==> config.mk <==
export PLATFORM = sky130hd
export DESIGN_NAME = a429_rx_filter
export DESIGN_NICKNAME = d
export VERILOG_FILES = /design/src/rtl/a429f_pkg.sv /design/src/rtl/a429f_label_map.sv /design/src/rtl/a429f_fifo.sv /design/src/rtl/a429f_judge.sv /design/src/rtl/a429_rx_filter.sv
export SDC_FILE = /design/constraint.sdc
export NUM_CORES = 2
export LEC_CHECK = 0
export BUFFER_PORTS_ARGS = -buffer_cell sky130_fd_sc_hd__buf_2
export CAP_MARGIN = 10
export CORE_MARGIN = 3
export CORE_UTILIZATION = 30
export DETAILED_ROUTE_END_ITERATION = 6
export MAX_ROUTING_LAYER = met4
export SKIP_CTS_REPAIR_TIMING = 1
export SYNTH_ARGS = -nofsm -noshare
export SYNTH_HDL_FRONTEND = slang
export SYNTH_SLANG_ARGS = --single-unit
==> constraint.sdc <==
create_clock -name clk -period 5.46 [get_ports clk]
set_input_delay 1.092 -clock clk [delete_from_list [all_inputs] [get_ports clk]]
set_output_delay 1.092 -clock clk [all_outputs]
set_load 0.1 [all_outputs]
==> src/rtl/a429f_pkg.sv <==
package a429f_pkg;

    localparam int WORD_W = 32;
    localparam int LBL_W  = 8;

    typedef enum logic [1:0] {
        ST_IDLE,
        ST_JUDGE,
        ST_STORE,
        ST_SPILL
    } judge_st_t;

    typedef struct packed {
        logic [1:0] irq_sel;
        logic       filt_en;
        logic       par_en;
        logic       lbl_rev;
    } rx_ctrl_t;

    localparam logic [1:0] IRQ_NONEMPTY = 2'd0;
    localparam logic [1:0] IRQ_HALF     = 2'd1;
    localparam logic [1:0] IRQ_FULL     = 2'd2;
    localparam logic [1:0] IRQ_OFF      = 2'd3;

    function automatic logic [LBL_W-1:0] flip_lbl(input logic [LBL_W-1:0] v);
        logic [LBL_W-1:0] r;
        for (int i = 0; i < LBL_W; i++) begin
            r[i] = v[LBL_W-1-i];
        end
        return r;
    endfunction

endpackage

==> src/rtl/a429f_label_map.sv <==
module a429f_label_map #(
    parameter int LW = 8
) (
    input  logic          clk,
    input  logic          rst_n,
    input  logic          wr_en,
    input  logic [LW-1:0] wr_lbl,
    input  logic          wr_bit,
    input  logic [LW-1:0] rd_lbl,
    output logic          rd_hit
);
    localparam int ENTRIES = 1 << LW;

    logic [ENTRIES-1:0] en_q;

    // one flop per label, each with its own decode
    for (genvar g = 0; g < ENTRIES; g++) begin : g_ent
        always_ff @(posedge clk or negedge rst_n) begin
            if (!rst_n) begin
                en_q[g] <= 1'b0;
            end else if (wr_en && (wr_lbl == LW'(g))) begin
                en_q[g] <= wr_bit;
            end
        end
    end

    assign rd_hit = en_q[rd_lbl];

endmodule

==> src/rtl/a429f_fifo.sv <==
module a429f_fifo #(
    parameter int W     = 32,
    parameter int DEPTH = 32
) (
    input  logic                       clk,
    input  logic                       rst_n,
    input  logic                       push,
    input  logic [W-1:0]               push_data,
    input  logic                       pop,
    output logic [W-1:0]               head,
    output logic [$clog2(DEPTH+1)-1:0] count
);
    localparam int AW = (DEPTH > 1) ? $clog2(DEPTH) : 1;
    localparam int CW = $clog2(DEPTH+1);

    logic [W-1:0]  mem [DEPTH];
    logic [AW-1:0] wr_ptr, rd_ptr;
    logic          do_push, do_pop;

    assign do_pop  = pop && (count != '0);
    assign do_push = push && (count < CW'(DEPTH));

    function automatic logic [AW-1:0] bump(input logic [AW-1:0] p);
        return (p == AW'(DEPTH-1)) ? '0 : p + 1'b1;
    endfunction

    always_ff @(posedge clk) begin
        if (do_push) begin
            mem[wr_ptr] <= push_data;
        end
    end

    always_ff @(posedge clk or negedge rst_n) begin
        if (!rst_n) begin
            wr_ptr <= '0;
            rd_ptr <= '0;
            count  <= '0;
        end else begin
            if (do_push) wr_ptr <= bump(wr_ptr);
            if (do_pop)  rd_ptr <= bump(rd_ptr);
            unique case ({do_push, do_pop})
                2'b10:   count <= count + 1'b1;
                2'b01:   count <= count - 1'b1;
                default: count <= count;
            endcase
        end
    end

    assign head = mem[rd_ptr];

endmodule

==> src/rtl/a429f_judge.sv <==
module a429f_judge
    import a429f_pkg::*;
#(
    parameter int W  = WORD_W,
    parameter int LW = LBL_W
) (
    input  logic          clk,
    input  logic          rst_n,
    input  logic          word_valid,
    input  logic [W-1:0]  word_data,
    input  rx_ctrl_t      ctrl,
    input  logic          map_hit,
    input  logic          buf_full,
    output logic [LW-1:0] lkp_lbl,
    output logic          push,
    output logic [W-1:0]  push_data,
    output logic          spill,
    output judge_st_t     st
);
    judge_st_t     st_q, st_d;
    logic [W-1:0]  word_q;
    logic [LW-1:0] lbl_eff;
    logic          par_ok, pass;

    assign lbl_eff = ctrl.lbl_rev ? flip_lbl(word_q[LW-1:0]) : word_q[LW-1:0];
    assign par_ok  = ^word_q;
    assign pass    = (!ctrl.filt_en || map_hit) && (!ctrl.par_en || par_ok);

    // state register
    always_ff @(posedge clk or negedge rst_n) begin
        if (!rst_n) begin
            st_q <= ST_IDLE;
        end else begin
            st_q <= st_d;
        end
    end

    // word holder: capture in IDLE, fold label order in JUDGE
    always_ff @(posedge clk or negedge rst_n) begin
        if (!rst_n) begin
            word_q <= '0;
        end else if (st_q == ST_IDLE && word_valid) begin
            word_q <= word_data;
        end else if (st_q == ST_JUDGE) begin
            word_q <= {word_q[W-1:LW], lbl_eff};
        end
    end

    // next state
    always_comb begin
        st_d = st_q;
        unique case (st_q)
            ST_IDLE:  if (word_valid) st_d = ST_JUDGE;
            ST_JUDGE: begin
                if (!pass)         st_d = ST_IDLE;
                else if (buf_full) st_d = ST_SPILL;
                else               st_d = ST_STORE;
            end
            ST_STORE: st_d = ST_IDLE;
            ST_SPILL: st_d = ST_IDLE;
        endcase
    end

    // outputs
    always_comb begin
        push  = 1'b0;
        spill = 1'b0;
        unique case (st_q)
            ST_IDLE:  ;
            ST_JUDGE: ;
            ST_STORE: push  = 1'b1;
            ST_SPILL: spill = 1'b1;
        endcase
    end

    assign lkp_lbl   = lbl_eff;
    assign push_data = word_q;
    assign st        = st_q;

endmodule

==> src/rtl/a429_rx_filter.sv <==
module a429_rx_filter
    import a429f_pkg::*;
#(
    parameter int W     = WORD_W,
    parameter int LW    = LBL_W,
    parameter int DEPTH = 32
) (
    input  logic          clk,
    input  logic          rst_n,
    input  logic          word_valid,
    input  logic [W-1:0]  word_data,
    input  logic          tbl_we,
    input  logic [LW-1:0] tbl_label,
    input  logic          tbl_bit,
    input  logic          ctrl_we,
    input  logic [4:0]    ctrl_wdata,
    input  logic          rd_pop,
    output logic [W-1:0]  rd_data,
    input  logic          stat_rd,
    output logic [3:0]    stat_flags,
    output logic          rx_avail,
    output logic          irq
);
    localparam int CW   = $clog2(DEPTH+1);
    localparam int HALF = DEPTH / 2;

    rx_ctrl_t      ctrl_q;
    logic          ovf_q;
    logic [CW-1:0] count;
    logic [LW-1:0] lkp_lbl;
    logic          map_hit, push, spill;
    logic [W-1:0]  push_data;
    logic          f_nonempty, f_half, f_full;
    judge_st_t     judge_st;

    always_ff @(posedge clk or negedge rst_n) begin
        if (!rst_n) begin
            ctrl_q <= '0;
        end else if (ctrl_we) begin
            ctrl_q <= rx_ctrl_t'(ctrl_wdata);
        end
    end

    // sticky overflow: a new spill outranks the clearing read
    always_ff @(posedge clk or negedge rst_n) begin
        if (!rst_n) begin
            ovf_q <= 1'b0;
        end else if (spill) begin
            ovf_q <= 1'b1;
        end else if (stat_rd) begin
            ovf_q <= 1'b0;
        end
    end

    a429f_label_map #(.LW(LW)) u_map (
        .clk    (clk),
        .rst_n  (rst_n),
        .wr_en  (tbl_we),
        .wr_lbl (tbl_label),
        .wr_bit (tbl_bit),
        .rd_lbl (lkp_lbl),
        .rd_hit (map_hit)
    );

    a429f_judge #(.W(W), .LW(LW)) u_judge (
        .clk        (clk),
        .rst_n      (rst_n),
        .word_valid (word_valid),
        .word_data  (word_data),
        .ctrl       (ctrl_q),
        .map_hit    (map_hit),
        .buf_full   (f_full),
        .lkp_lbl    (lkp_lbl),
        .push       (push),
        .push_data  (push_data),
        .spill      (spill),
        .st         (judge_st)
    );

    a429f_fifo #(.W(W), .DEPTH(DEPTH)) u_fifo (
        .clk       (clk),
        .rst_n     (rst_n),
        .push      (push),
        .push_data (push_data),
        .pop       (rd_pop),
        .head      (rd_data),
        .count     (count)
    );

    assign f_nonempty = (count != '0);
    assign f_half     = (count >= CW'(HALF));
    assign f_full     = (count == CW'(DEPTH));
    assign stat_flags = {ovf_q, f_full, f_half, f_nonempty};
    assign rx_avail   = f_nonempty;

    always_comb begin
        irq = 1'b0;
        unique case (ctrl_q.irq_sel)
            IRQ_NONEMPTY: irq = f_nonempty;
            IRQ_HALF:     irq = f_half;
            IRQ_FULL:     irq = f_full;
            IRQ_OFF:      irq = 1'b0;
        endcase
    end

endmodule

==> impl_metrics.env <==
export IMPL_hold_path_class="input pin to async pin"
export IMPL_critPathLaunchType="flop"
export IMPL_relSlewSlack_pct=17.70
export IMPL_portBuffers=90
export IMPL_fin_ws_ns=0.5295
export IMPL_cpPeakStageDelay_ns=0.77
export IMPL_area_growth_pct=16.65
export IMPL_synth_area_per_cell_um2=17.88
export IMPL_outcome="completed"
export IMPL_path_cells="buf_12 > mux4_2 > mux4_2 > mux2_2 > buf_2"
export IMPL_cts_tree="done"
export IMPL_track_usage_pct=15.94
export IMPL_worst_clock_skew_ns=0.03888
export IMPL_synth_seq_cells=1336
export IMPL_synth_area_mm2=0.05509
export IMPL_syn_inst=3081
export IMPL_drtIter0Drc=2824
export IMPL_synth_top_area_share_pct=55.82
export IMPL_synthFlopType="edfxtp_1"
export IMPL_min_period_ns=4.931
export IMPL_cts_num_sinks=1336
export IMPL_critPathRequiredTime_ns=4.37
export IMPL_worst_pin_slew_ns=1.230
export IMPL_drive_gt1_share_pct=34.24
export IMPL_path_class="flop to output pin"
export IMPL_fillers=16925
export IMPL_peakVddDrop_mv=0.5889
export IMPL_core_mm2=0.1817
export IMPL_met3_usage_pct=2.839
export IMPL_clkPwrFrac_pct=30.5
export IMPL_use_met2_pct=26.16
export IMPL_post_place_ws_ns=1.256
export IMPL_cts_inserted_buffers=145
export IMPL_finalMaxSlewViolations=0
export IMPL_ys_warn_count=0
export IMPL_dieArea_mm2=0.1888
export IMPL_multi_input_area_mm2=0.01606
export IMPL_power_leakage_nw=21.82
export IMPL_p_sw_share_pct=34.56
export IMPL_utilization_pct=35.36
export IMPL_cts_root_buf="clkbuf_16"
export IMPL_setup_violations=0
export IMPL_grt_pass1_vias=29849
export IMPL_grt_busiest_layer="met2"
export IMPL_pwr_share_comb_pct=29.4
export IMPL_yosysSeqAreaShare_pct=69.99
export IMPL_timing_critical_path_mode_cell="mux4_2"
export IMPL_grt_pass1_wl_um=211700
export IMPL_end_kind="output pin"
export IMPL_die_w_um=434.5
export IMPL_cp_arrival_ns=3.84
export IMPL_grt_overflow=0
export IMPL_grt_antenna_before_repair=13
export IMPL_clk_pin_slew_worst_paths_ns=0.06
export IMPL_clock_path_buffers=3
export IMPL_p_sw_mw=11.02
export IMPL_rows=156
export IMPL_rsz0062_at_grt="false"
export IMPL_ys_async_sr_fraction_pct=23.35
export IMPL_worstPathMaxFanout=68
export IMPL_ant_nets=0
export IMPL_hold_violations=0
export IMPL_grt_max_degree=165
export IMPL_clock_latency_ns=0.78
export IMPL_vias_per_cell=4.999
export IMPL_regArea_mm2=0.03857
export IMPL_maxCapViolCount=0
export IMPL_first_pass_iters=5
export IMPL_die_y_um=434.5
export IMPL_cp_slowest_cell="dfrtp_4"
export IMPL_syn_nets=3144
export IMPL_powerDensity_mw_per_mm2=496.5
export IMPL_drc=0
export IMPL_finalSetupTns_ns=0
export IMPL_fin_crit_sh_pct=90.30
export IMPL_start_util_pct=30.31
export IMPL_ios=91
export IMPL_htree_levels=4
export IMPL_num_vias=29051
export IMPL_layout_nets=3300
export IMPL_synth_area_leaders="edfxtp_1 (56%), dfrtp_1 (14%), mux4_2 (13%)"
export IMPL_seqPwrFrac_pct=40.2
export IMPL_synth_edf_count=1024
export IMPL_p_int_mw=20.88
export IMPL_synth_area_leader_cell="edfxtp_1"
export IMPL_wl_um=146300
export IMPL_grt_use_met1_pct=19.88
export IMPL_fmax_ghz=0.2028
export IMPL_post_dp_hpwl_um=81920
export IMPL_gp_congestion=0.7704
export IMPL_synth_cell_types=56
export IMPL_post_drt_wl_per_cell_um=25.17
-- area by class of cell --
class	count	share of cell area (%)
inverter	11	0.06426
multi-input combinational	1534	24.99
clock buffer	183	6.011
timing repair buffer	209	2.697
tap	2449	4.769
antenna	9	0.03505
clock inverter	80	1.410
sequential	1336	60.03
-- flip-flops by register name, indices dropped and copies added (netlist names) --
signal,flops
u_judge.push_data,32
ctrl_q,5
u_fifo.mem,1024
u_fifo.rd_ptr,5
u_fifo.count,6
ovf_q,1
u_fifo.wr_ptr,5
u_map.en_q,256
u_judge.st,2
-- logic make-up (layout without fill, tap and decap cells) --
| logic type | Yosys count | in the layout | share of synthesized area (%) |
|---|---|---|---|
| DFF | 1336 | 1336 | 69.99 |
| muxes | 713 | 713 | 21.16 |
| and+or+nand+nor | 640 | 640 | 4.847 |
| buffers and inverters | 211 | 483 | 1.658 |
| AOI/OAI and AO/OA | 131 | 131 | 1.476 |
| xor gates and xnor gates | 40 | 40 | 0.6360 |
| adders and majority gates | 10 | 10 | 0.2271 |
| other | 0 | 9 | 0 |
-- path summary, 6_finish.rpt --
kind,start,end,slack (ns),cells after the start
worst max-delay path,u_fifo.rd_ptr[0],rd_data[3],0.53,5
worst max register to register,ctrl_q[0],u_judge.st[0],1.43,9
min in group clk,u_map.en_q[125],u_map.en_q[125],0.50,1
worst min register to register,u_map.en_q[125],u_map.en_q[125],0.50,1
worst min-delay path,rst_n,u_map.en_q[229],0.30,1
max in group asynchronous,rst_n,u_fifo.rd_ptr[3],3.89,2
-- cell usage after synthesis, types with 2 or more instances --
master,count
o31ai_1,6
edfxtp_1,1024
buf_6,4
and2_1,2
o41ai_1,2
nor2_1,77
mux2i_1,59
a221o_1,6
buf_1,19
a32o_1,2
a32oi_1,5
nand3_1,26
buf_2,40
nor2b_1,4
o211ai_1,3
o2111ai_1,2
clkbuf_1,126
inv_1,11
mux2i_2,2
mux4_2,327
nand2_2,2
xnor2_1,29
xor2_1,11
dfrtp_1,312
or4_1,2
buf_4,11
and3_1,3
mux2_2,323
or3_1,2
a311oi_1,2
ha_1,10
nand2b_1,12
nand3b_1,3
nand4_1,2
nor4_1,27
nand2_1,438
a21oi_1,57
nor3b_1,5
nor3_1,30
o21ai_0,20
o22ai_1,17
or3b_2,2
-- layer usage --
metal	wire length [um]	part of all wire, %
met2	73810	50
met4	4952	3.4
met5	0	0
met1	58720	40
met3	8786	6.0
-- power by group through the flow --
stage,combinational (mW),clock [mW],sequential [mW]
after floorplan,6.52,0,13.0
after global placement,9.43,0,13.0
after detailed placement,9.49,0,13.0
after CTS,9.50,9.93,12.8
after global routing,9.88,10.4,12.9
final,9.37,9.71,12.8
-- cell usage in the layout, fill, tap and decap left out, types with 11 or more instances in the layout --
cell type,instances
dfrtp_1,307
buf_12,29
mux2_2,323
buf_2,88
mux2i_1,56
edfxtp_1,1024
nand3_1,26
clkinv_1,18
clkbuf_1,30
buf_4,88
nor4_1,20
nor2_1,45
clkinv_2,25
nand2b_1,12
mux4_2,327
clkbuf_16,146
nor3_1,15
nor2_4,32
xnor2_1,29
xor2_1,11
o22ai_1,17
o21ai_0,20
inv_1,11
a21oi_1,57
nand2_1,438
-- per-stage QoR --
stage / hold WS, ns / cells / power [mW] / instance area [um^2]
2_1_floorplan: 0.4738 / 3081 / 19.52 / 55090
3_3_place_gp: 0.4822 / 5533 / 22.44 / 59410
3_5_place_dp: 0.4923 / 5533 / 22.52 / 59410
4_1_cts: 0.2762 / 5796 / 32.25 / 64180
5_1_grt: 0.3193 / 5811 / 33.10 / 64260
6_report: 0.3000 / 5811 / 31.90 / 64260
-- critical path: cells and delay by family (launching register included) --
kind | cells | cell delay [ns]
buffers and inverters | 2 | 0.80
DFF | 1 | 0.77
muxes | 3 | 1.40
Power figures use the tool's default switching activity.
